`src/rtl/rtcw_pkg.sv`:
```
package rtcw_pkg;
  localparam int BYTE_W   = 8;
  localparam int NUM_REGS = 8;
  localparam int IDX_W    = $clog2(NUM_REGS);
  localparam int TIME_W   = (NUM_REGS - 1) * BYTE_W;

  localparam logic [IDX_W-1:0] IDX_CTRL = 3'd0;

  typedef struct packed {
    logic             wrEn;
    logic [IDX_W-1:0] wrIdx;
    logic             refresh;
    logic             transfer;
  } winStb_t;

  function automatic logic [BYTE_W-1:0] fieldMask(input logic [IDX_W-1:0] idx);
    logic [BYTE_W-1:0] m;
    case (idx)
      3'd0:    m = 8'hC0;
      3'd1:    m = 8'hFF;
      3'd2:    m = 8'h7F;
      3'd3:    m = 8'h3F;
      3'd4:    m = 8'h47;
      3'd5:    m = 8'h3F;
      3'd6:    m = 8'h1F;
      default: m = 8'hFF;
    endcase
    return m;
  endfunction
endpackage

```
`src/rtl/rtcw_ctrl.sv`:
```
module rtcw_ctrl
  import rtcw_pkg::*;
#(
  parameter int ADDR_W = 17
) (
  input  logic              clk,
  input  logic              rstN,
  input  logic [ADDR_W-1:0] hostAddr,
  input  logic              hostWe,
  input  logic              hostRe,
  input  logic [1:0]        ctrlBits,
  input  logic              tickStb,
  output winStb_t           stb,
  output logic [BYTE_W-1:0] ctrlByte,
  output logic              inWin,
  output logic              ramWe,
  output logic              ramRe
);
  logic             wBitQ;
  logic             rBitQ;
  logic             xferPendQ;
  logic [IDX_W-1:0] idx;
  logic             ctrlWr;

  assign inWin  = &hostAddr[ADDR_W-1:IDX_W];
  assign idx    = hostAddr[IDX_W-1:0];
  assign ctrlWr = hostWe && inWin && (idx == IDX_CTRL);
  assign ramWe  = hostWe && !inWin;
  assign ramRe  = hostRe && !inWin;

  always_comb begin
    stb.wrEn     = hostWe && inWin && (idx != IDX_CTRL);
    stb.wrIdx    = idx;
    stb.transfer = ctrlWr && wBitQ && !ctrlBits[1];
    stb.refresh  = tickStb && !wBitQ && !rBitQ && !xferPendQ;
  end

  always_ff @(posedge clk) begin
    if (!rstN) begin
      wBitQ     <= 1'b0;
      rBitQ     <= 1'b0;
      xferPendQ <= 1'b0;
    end else begin
      if (ctrlWr) begin
        wBitQ <= ctrlBits[1];
        rBitQ <= ctrlBits[0];
      end
      xferPendQ <= stb.transfer;
    end
  end

  assign ctrlByte = {wBitQ, rBitQ, 6'b0};

  AST_XFER_CLEARS_W: assert property (@(posedge clk) disable iff (!rstN)
    stb.transfer |=> !wBitQ);
  AST_HALT_BLOCKS_REFRESH: assert property (@(posedge clk) disable iff (!rstN)
    (ctrlByte[7] || ctrlByte[6]) |-> !stb.refresh);
endmodule

```
`src/rtl/rtcw_dpath.sv`:
```
module rtcw_dpath
  import rtcw_pkg::*;
(
  input  logic              clk,
  input  logic              rstN,
  input  winStb_t           stb,
  input  logic [BYTE_W-1:0] wdata,
  input  logic [IDX_W-1:0]  rdIdx,
  input  logic [BYTE_W-1:0] ctrlByte,
  input  logic [TIME_W-1:0] cntTime,
  output logic [BYTE_W-1:0] winRdata,
  output logic              loadStb,
  output logic [TIME_W-1:0] loadTime
);
  logic [BYTE_W-1:0] copyQ [1:NUM_REGS-1];
  logic [TIME_W-1:0] copyFlat;
  logic [TIME_W-1:0] maskedCnt;

  for (genvar g = 1; g < NUM_REGS; g++) begin : g_reg
    localparam logic [IDX_W-1:0] MY_IDX = IDX_W'(g);
    localparam logic [BYTE_W-1:0] MY_MASK = fieldMask(MY_IDX);

    assign maskedCnt[(g-1)*BYTE_W +: BYTE_W] = cntTime[(g-1)*BYTE_W +: BYTE_W] & MY_MASK;
    assign copyFlat[(g-1)*BYTE_W +: BYTE_W]  = copyQ[g];

    always_ff @(posedge clk) begin
      if (!rstN) begin
        copyQ[g] <= '0;
      end else if (stb.wrEn && (stb.wrIdx == MY_IDX)) begin
        copyQ[g] <= wdata & MY_MASK;
      end else if (stb.refresh) begin
        copyQ[g] <= maskedCnt[(g-1)*BYTE_W +: BYTE_W];
      end
    end

    AST_UNUSED_ZERO: assert property (@(posedge clk) disable iff (!rstN)
      (copyQ[g] & ~MY_MASK) == '0);
  end

  always_ff @(posedge clk) begin
    if (!rstN) begin
      loadStb  <= 1'b0;
      loadTime <= '0;
    end else begin
      loadStb <= stb.transfer;
      if (stb.transfer) loadTime <= copyFlat;
    end
  end

  always_comb begin
    winRdata = ctrlByte;
    for (int i = 1; i < NUM_REGS; i++) begin
      if (rdIdx == IDX_W'(i)) winRdata = copyQ[i];
    end
  end

  AST_FROZEN_STABLE: assert property (@(posedge clk) disable iff (!rstN)
    (!stb.refresh && !stb.wrEn) |=> $stable(copyFlat));
  AST_LOAD_IMAGE: assert property (@(posedge clk) disable iff (!rstN)
    stb.transfer |=> (loadStb && loadTime == $past(copyFlat)));
  AST_LOAD_ONE_CYCLE: assert property (@(posedge clk) disable iff (!rstN)
    loadStb |=> !loadStb);
  AST_REFRESH_ALL: assert property (@(posedge clk) disable iff (!rstN)
    (stb.refresh && !stb.wrEn) |=> copyFlat == $past(maskedCnt));
endmodule

```
`src/rtl/rtc_shadow_window.sv`:
```
module rtc_shadow_window
  import rtcw_pkg::*;
#(
  parameter int ADDR_W = 17
) (
  input  logic              clk,
  input  logic              rstN,
  input  logic [ADDR_W-1:0] hostAddr,
  input  logic              hostWe,
  input  logic              hostRe,
  input  logic [7:0]        hostWdata,
  output logic [7:0]        hostRdata,
  output logic [ADDR_W-1:0] ramAddr,
  output logic              ramWe,
  output logic              ramRe,
  output logic [7:0]        ramWdata,
  input  logic [7:0]        ramRdata,
  input  logic              tickStb,
  input  logic [55:0]       cntTime,
  output logic              loadStb,
  output logic [55:0]       loadTime
);
  winStb_t           stb;
  logic [BYTE_W-1:0] ctrlByte;
  logic [BYTE_W-1:0] winRdata;
  logic              inWin;

  rtcw_ctrl #(.ADDR_W(ADDR_W)) u_ctrl (
    .clk      (clk),
    .rstN     (rstN),
    .hostAddr (hostAddr),
    .hostWe   (hostWe),
    .hostRe   (hostRe),
    .ctrlBits (hostWdata[7:6]),
    .tickStb  (tickStb),
    .stb      (stb),
    .ctrlByte (ctrlByte),
    .inWin    (inWin),
    .ramWe    (ramWe),
    .ramRe    (ramRe)
  );

  rtcw_dpath u_dpath (
    .clk      (clk),
    .rstN     (rstN),
    .stb      (stb),
    .wdata    (hostWdata),
    .rdIdx    (hostAddr[IDX_W-1:0]),
    .ctrlByte (ctrlByte),
    .cntTime  (cntTime),
    .winRdata (winRdata),
    .loadStb  (loadStb),
    .loadTime (loadTime)
  );

  assign ramAddr   = hostAddr;
  assign ramWdata  = hostWdata;
  assign hostRdata = inWin ? winRdata : ramRdata;

  AST_WINDOW_NO_RAM: assert property (@(posedge clk) disable iff (!rstN)
    (&hostAddr[ADDR_W-1:3]) |-> (!ramWe && !ramRe));
endmodule

```
`config.mk`:
```
export PLATFORM = sky130hd
export DESIGN_NAME = rtc_shadow_window
export DESIGN_NICKNAME = d
export VERILOG_FILES = /design/src/rtl/rtcw_pkg.sv /design/src/rtl/rtcw_ctrl.sv /design/src/rtl/rtcw_dpath.sv /design/src/rtl/rtc_shadow_window.sv
export SDC_FILE = /design/constraint.sdc
export NUM_CORES = 1
export LEC_CHECK = 0
export ABC_CLOCK_PERIOD_IN_PS = 5540
export BUFFER_PORTS_ARGS = -buffer_cell sky130_fd_sc_hd__buf_4
export CAP_MARGIN = 15
export CORE_ASPECT_RATIO = 1.1
export CORE_MARGIN = 3
export CORE_UTILIZATION = 53
export DETAILED_ROUTE_END_ITERATION = 10
export PLACE_DENSITY = 0.86
export SLEW_MARGIN = 15
export SYNTH_ARGS = -nofsm -noshare
export SYNTH_HDL_FRONTEND = slang
export SYNTH_SLANG_ARGS = --single-unit
```
`constraint.sdc`:
```
create_clock -name clk -period 5.54 [get_ports clk]
set_clock_uncertainty 0.15 [all_clocks]
set_input_delay 0.831 -clock clk [delete_from_list [all_inputs] [get_ports clk]]
set_output_delay 0.831 -clock clk [all_outputs]
set_load 0.02 [all_outputs]
```
Word level (Yosys, flattened, before mapping) --
Memories as Yosys holds them, arrays and structs flattened. Cells that the tools add are included.
Operators by class: bitwise gates (word level) 14, multiplexer cells 66, equal/unequal tests 7, reduce and logical (&&, ||, !) cells 25
Operators with widths (number):
- $mux W8 | 22
- $mux W1 | 44
- $logic_and A1 B1 Y1 | 17
- $or A1 B1 Y1 | 14
- $reduce_and A14 Y1 | 1
- $eq A3 B3 Y1 const B | 4
- $eq A3 B2 Y1 const B | 2
- $logic_not A1 Y1 | 5
- $eq A3 B1 Y1 const B | 1
- $logic_not A3 Y1 | 1
- $reduce_bool A3 Y1 | 1
Word-level totals: memories kept 1, register bits 59, output and inout bits 92, logic and storage cells 117, bits in writable memories 56, input port bits 94
Memories:
- u_dpath.copyQ | depth 7, width 8, read ports 7, clocked after Yosys merged registers in 0, wr ports 7, RTL line rtcw_dpath.sv:15 | logic [BYTE_W-1:0] copyQ [1:NUM_REGS-1];

Depth between registers and ports, before layout --
depth in word-level cells 9, depth in mapped cells 8, gate-level depth less buffers 4

Cells and area by module --
Synthesis repeated with hierarchy kept, for this count alone.
Unflattened totals: cells, all modules 417, area, all modules 4828.4 um^2
By module, submodules not included:
- rtcw_dpath | instances 1, area an instance 4205.3 um^2, sequential area each 2222.1 um^2, cells an instance 349
- rtc_shadow_window | instances 1, area an instance 319.1 um^2, sequential area each 0.0 um^2, cells an instance 34
- rtcw_ctrl | instances 1, area an instance 304.0 um^2, sequential area each 60.1 um^2, cells an instance 34

Worst setup path after synthesis --
Ideal clock, no wire load.
kind in2out, start point input hostAddr[11], end point output hostRdata[6], path buffers 2, slack 2.135 ns, data arrival time 2.424 ns, stages 5, data required time 4.559 ns, path through nand4_1 or4_4 buf_2 clkbuf_1 o31ai_1
On the way: cells in the longest elaborated chain, start to end 2
RTL lines:
- start, declared | RTL line rtc_shadow_window.sv:8 | input logic [ADDR_W-1:0] hostAddr,
- $reduce_and A14 Y1 | RTL line rtcw_ctrl.sv:25 | assign inWin = &hostAddr[ADDR_W-1:IDX_W];
- $mux W8 | RTL line rtc_shadow_window.sv:58 | assign hostRdata = inWin ? winRdata : ramRdata;
- end, declared | RTL line rtc_shadow_window.sv:12 | output logic [7:0] hostRdata,
No other way between the ends.

Worst setup path in the final report --
start point input hostAddr[0], end point output hostRdata[5]
On the way: cells in the longest elaborated chain, start to end 9, elaborated cells on any way between the ends 15, those cells by class eq/ne: 7; mux: 8
RTL lines:
- $eq A3 B1 Y1 | RTL line rtcw_dpath.sv:53 | if (rdIdx == IDX_W'(i)) winRdata = copyQ[i];
- $mux W8 (6 in a row) | RTL line rtcw_dpath.sv:53
- $mux W8 * | RTL line rtcw_dpath.sv:53
- $mux W8 * | RTL line rtc_shadow_window.sv:58
Mark *: on every way between the ends. The rest lies on a longest branch, timed or not.

==> results.cfg <==
[outcome]
status = finished, final reports clean

[routing]
wl_per_cell_um = 19.5
drt-total-wl_um = 13900
firstDrtPassIters = 6
post_drt_via_cell_ratio = 5.89
route.vias.total = 4186
ant_nets = 0
drc_errors = 0
drt_iter0_drc = 294

[sta]
hold_viol_final = 0
maxSlewViolCount = 0
finalSetupViolations = 0
holdWs_ns = 0.307
post-route-period-util = 0.632
tightest_slew_ns = 1.05
layout_min_cycle_time_ns = 3.50
slew_headroom = 0.296
fmax_mhz = 286
layout_setup_ws_ns = 2.04
finalSetupTns_ns = 0
rsz0062_at_grt = no

[setup_path]
r2r_cells = 5
crit_chain = buf_4, nor2b_1, a221oi_1, a211oi_1, a21o_1, buf_4
start_kind = input port
worstReg2RegEnd = u_dpath.copyQ[1][18]
critPathMaxFanout = 22
rr_startpoint = u_ctrl.wBitQ
worst_path_max_delay_cell = nor2b_1
worstSetupPathType = in -> out
r2r_slack_ns = 3.18
cp_common_cell = buf_4
critical_path_required_ns = 4.56
max_stage_delay_ns = 0.50
end_kind = primary output
cp_data_arrival_time_ns = 2.52

[placed_design]
place.port_buffers = 161
hpwl_um = 10100
dp_slack_ns = 1.71
gp_congestion = 0.896
placed_cells = 695

[floorplanning]
rows = 35
die-area_um2 = 10100
initial_core_util = 0.553
design.core.area_um2 = 8540
ios = 186
die_w_um = 96.0
die_y_um = 105

[synth]
yosysTopAreaCell = edfxtp_1
ys_top_cells_by_count = nand2_1 (112), mux2i_1 (48), nand4_1 (48)
synthFlopType = dfxtp_1
synth_cell_type_count = 35
yosys_warnings = 0
synth_top_area_share = 0.280
yosysSeqAreaShare = 0.479
synth_edf_count = 44
netlist_instances = 489
syn_area_per_cell_um2 = 9.65
ys_async_sr_fraction = 0
ys_top_cells_by_area = edfxtp_1 (28%), dfxtp_1 (20%), mux2i_1 (10%), nand2_1 (8.9%), nand4_1 (6.4%)
ys_ff_latch = 91
synth_most_common_cell = nand2_1
syn_area_um2 = 4720

[cts]
clkLatencyLatePin_ns = 0.35
cts_buffer_depth = 2
cts.sinks = 91
clk_pin_slew_ns = 0.09
cts_hold_buf = 0
cts_resized = 0
h-tree-depth = 3
ctsRootBufferMaster = clkbuf_8
cts-buffers-inserted = 9
cts_tree = done
cts_setup_buffers = 0

[hold_path]
whs_endpoint = u_dpath.loadTime[14]
min_path_type = reg -> reg
hold_depth = 2
hp-start = u_dpath.loadTime[14]

[grt]
grtUsageMet3 = 0.0677
grt_pass1_vias = 4099
grt_first_pass_wirelength_um = 20700
grt_use_met2 = 0.439
grtUsageTotal = 0.271
grt_overflow = 0
gr-max-usage-layer = met2
antenna_found_initial = 0
grt_max_degree = 102
use_met1 = 0.339

[cells_and_area]
final-instance-count-excl-fill = 711
fin_nets = 689
antenna_cells = 0
area_growth_pct = 23.8
drive_gt1_frac = 0.325

[power]
power-per-cell-area_nw_per_um2 = 231
power_leakage_nw = 2.50
peakVddDrop_mv = 0.142

[job]
drv_cap = 0
[state kept, by name, summed over array words and instances (netlist names)]
register,flops
u_dpath.copyQ,44
u_ctrl.rBitQ,1
u_dpath.loadTime,44
u_dpath.loadStb,1
u_ctrl.wBitQ,1
[cell type report]
type | instances | area (um^2)
fillers | 688 | 2700
flip-flops and latches | 91 | 2260
multi-input cells | 328 | 2040
repair buffers | 164 | 1230
clock buffers | 13 | 149
well taps | 111 | 139
clock inverters | 3 | 22.5
inverters | 1 | 3.75
[metrics by stage]
stage	instance area (um^2)	util	power, W
3_3_place_gp	5670	0.664	0.000946
6_report	5840	0.684	0.00135
4_1_cts	5840	0.684	0.00135
3_5_place_dp	5670	0.664	0.000951
5_1_grt	5840	0.684	0.00139
2_1_floorplan	4760	-	0.000871
[where the power goes]
part	switching (W)	internal (W)
clock network	0.000232	0.000177
registers	0.0000203	0.000734
logic	0.000105	0.0000809
[per-layer routing]
metal / vias to the layer above / part of all wire
met4: 0 / 0.029
met3: 31 / 0.10
met5: - / 0
met2: 269 / 0.51
li1: 1921 / -
met1: 1965 / 0.36
[layout by cell type (no fill, tap or decap), types with 2 or more instances in the layout]
cell        n
nand4_1    48
nand2_1   112
nand3_1     3
mux2i_1    48
mux4_2      3
nand2b_1    4
buf_4     164
a221oi_1    9
o21ai_1     4
edfxtp_1   44
a211oi_1    2
dfxtp_1    47
o31ai_1     6
nor2b_1     7
nor2_1      2
and3_1      2
clkbuf_1    3
clkbuf_8   10
o21ai_0    41
and2_1      4
conb_1     12
mux2_2      9
[worst max path at each step]
stage	from	slack, ns	cells after the start	end
2_1_floorplan	hostAddr[11]	2.14	5	hostRdata[6]
3_3_place_gp	hostAddr[11]	1.84	6	u_dpath.copyQ[1][10]
3_5_place_dp	hostAddr[11]	1.71	6	u_dpath.copyQ[1][9]
4_1_cts	hostAddr[0]	2.03	6	hostRdata[5]
5_1_grt	hostAddr[0]	1.91	6	hostRdata[5]
6_report	hostAddr[0]	2.04	6	hostRdata[5]
[cells by family after synthesis]
group           count (synthesis)  share of synthesized area
flops                          91                      0.479
compound gates                 64                     0.0800
other cells                     1                   0.000794
buf+inv                        81                      0.100
mux                            60                      0.138
simple gates                  192                      0.202
[worst max-delay path: cells and delay by family]
family	cells	cell delay [ns]
AOI/OAI and AO/OA	3	0.74
and+or+nand+nor	1	0.50
buffers and inverters	2	0.42
No activity file was read; power rests on OpenSTA's default activity.
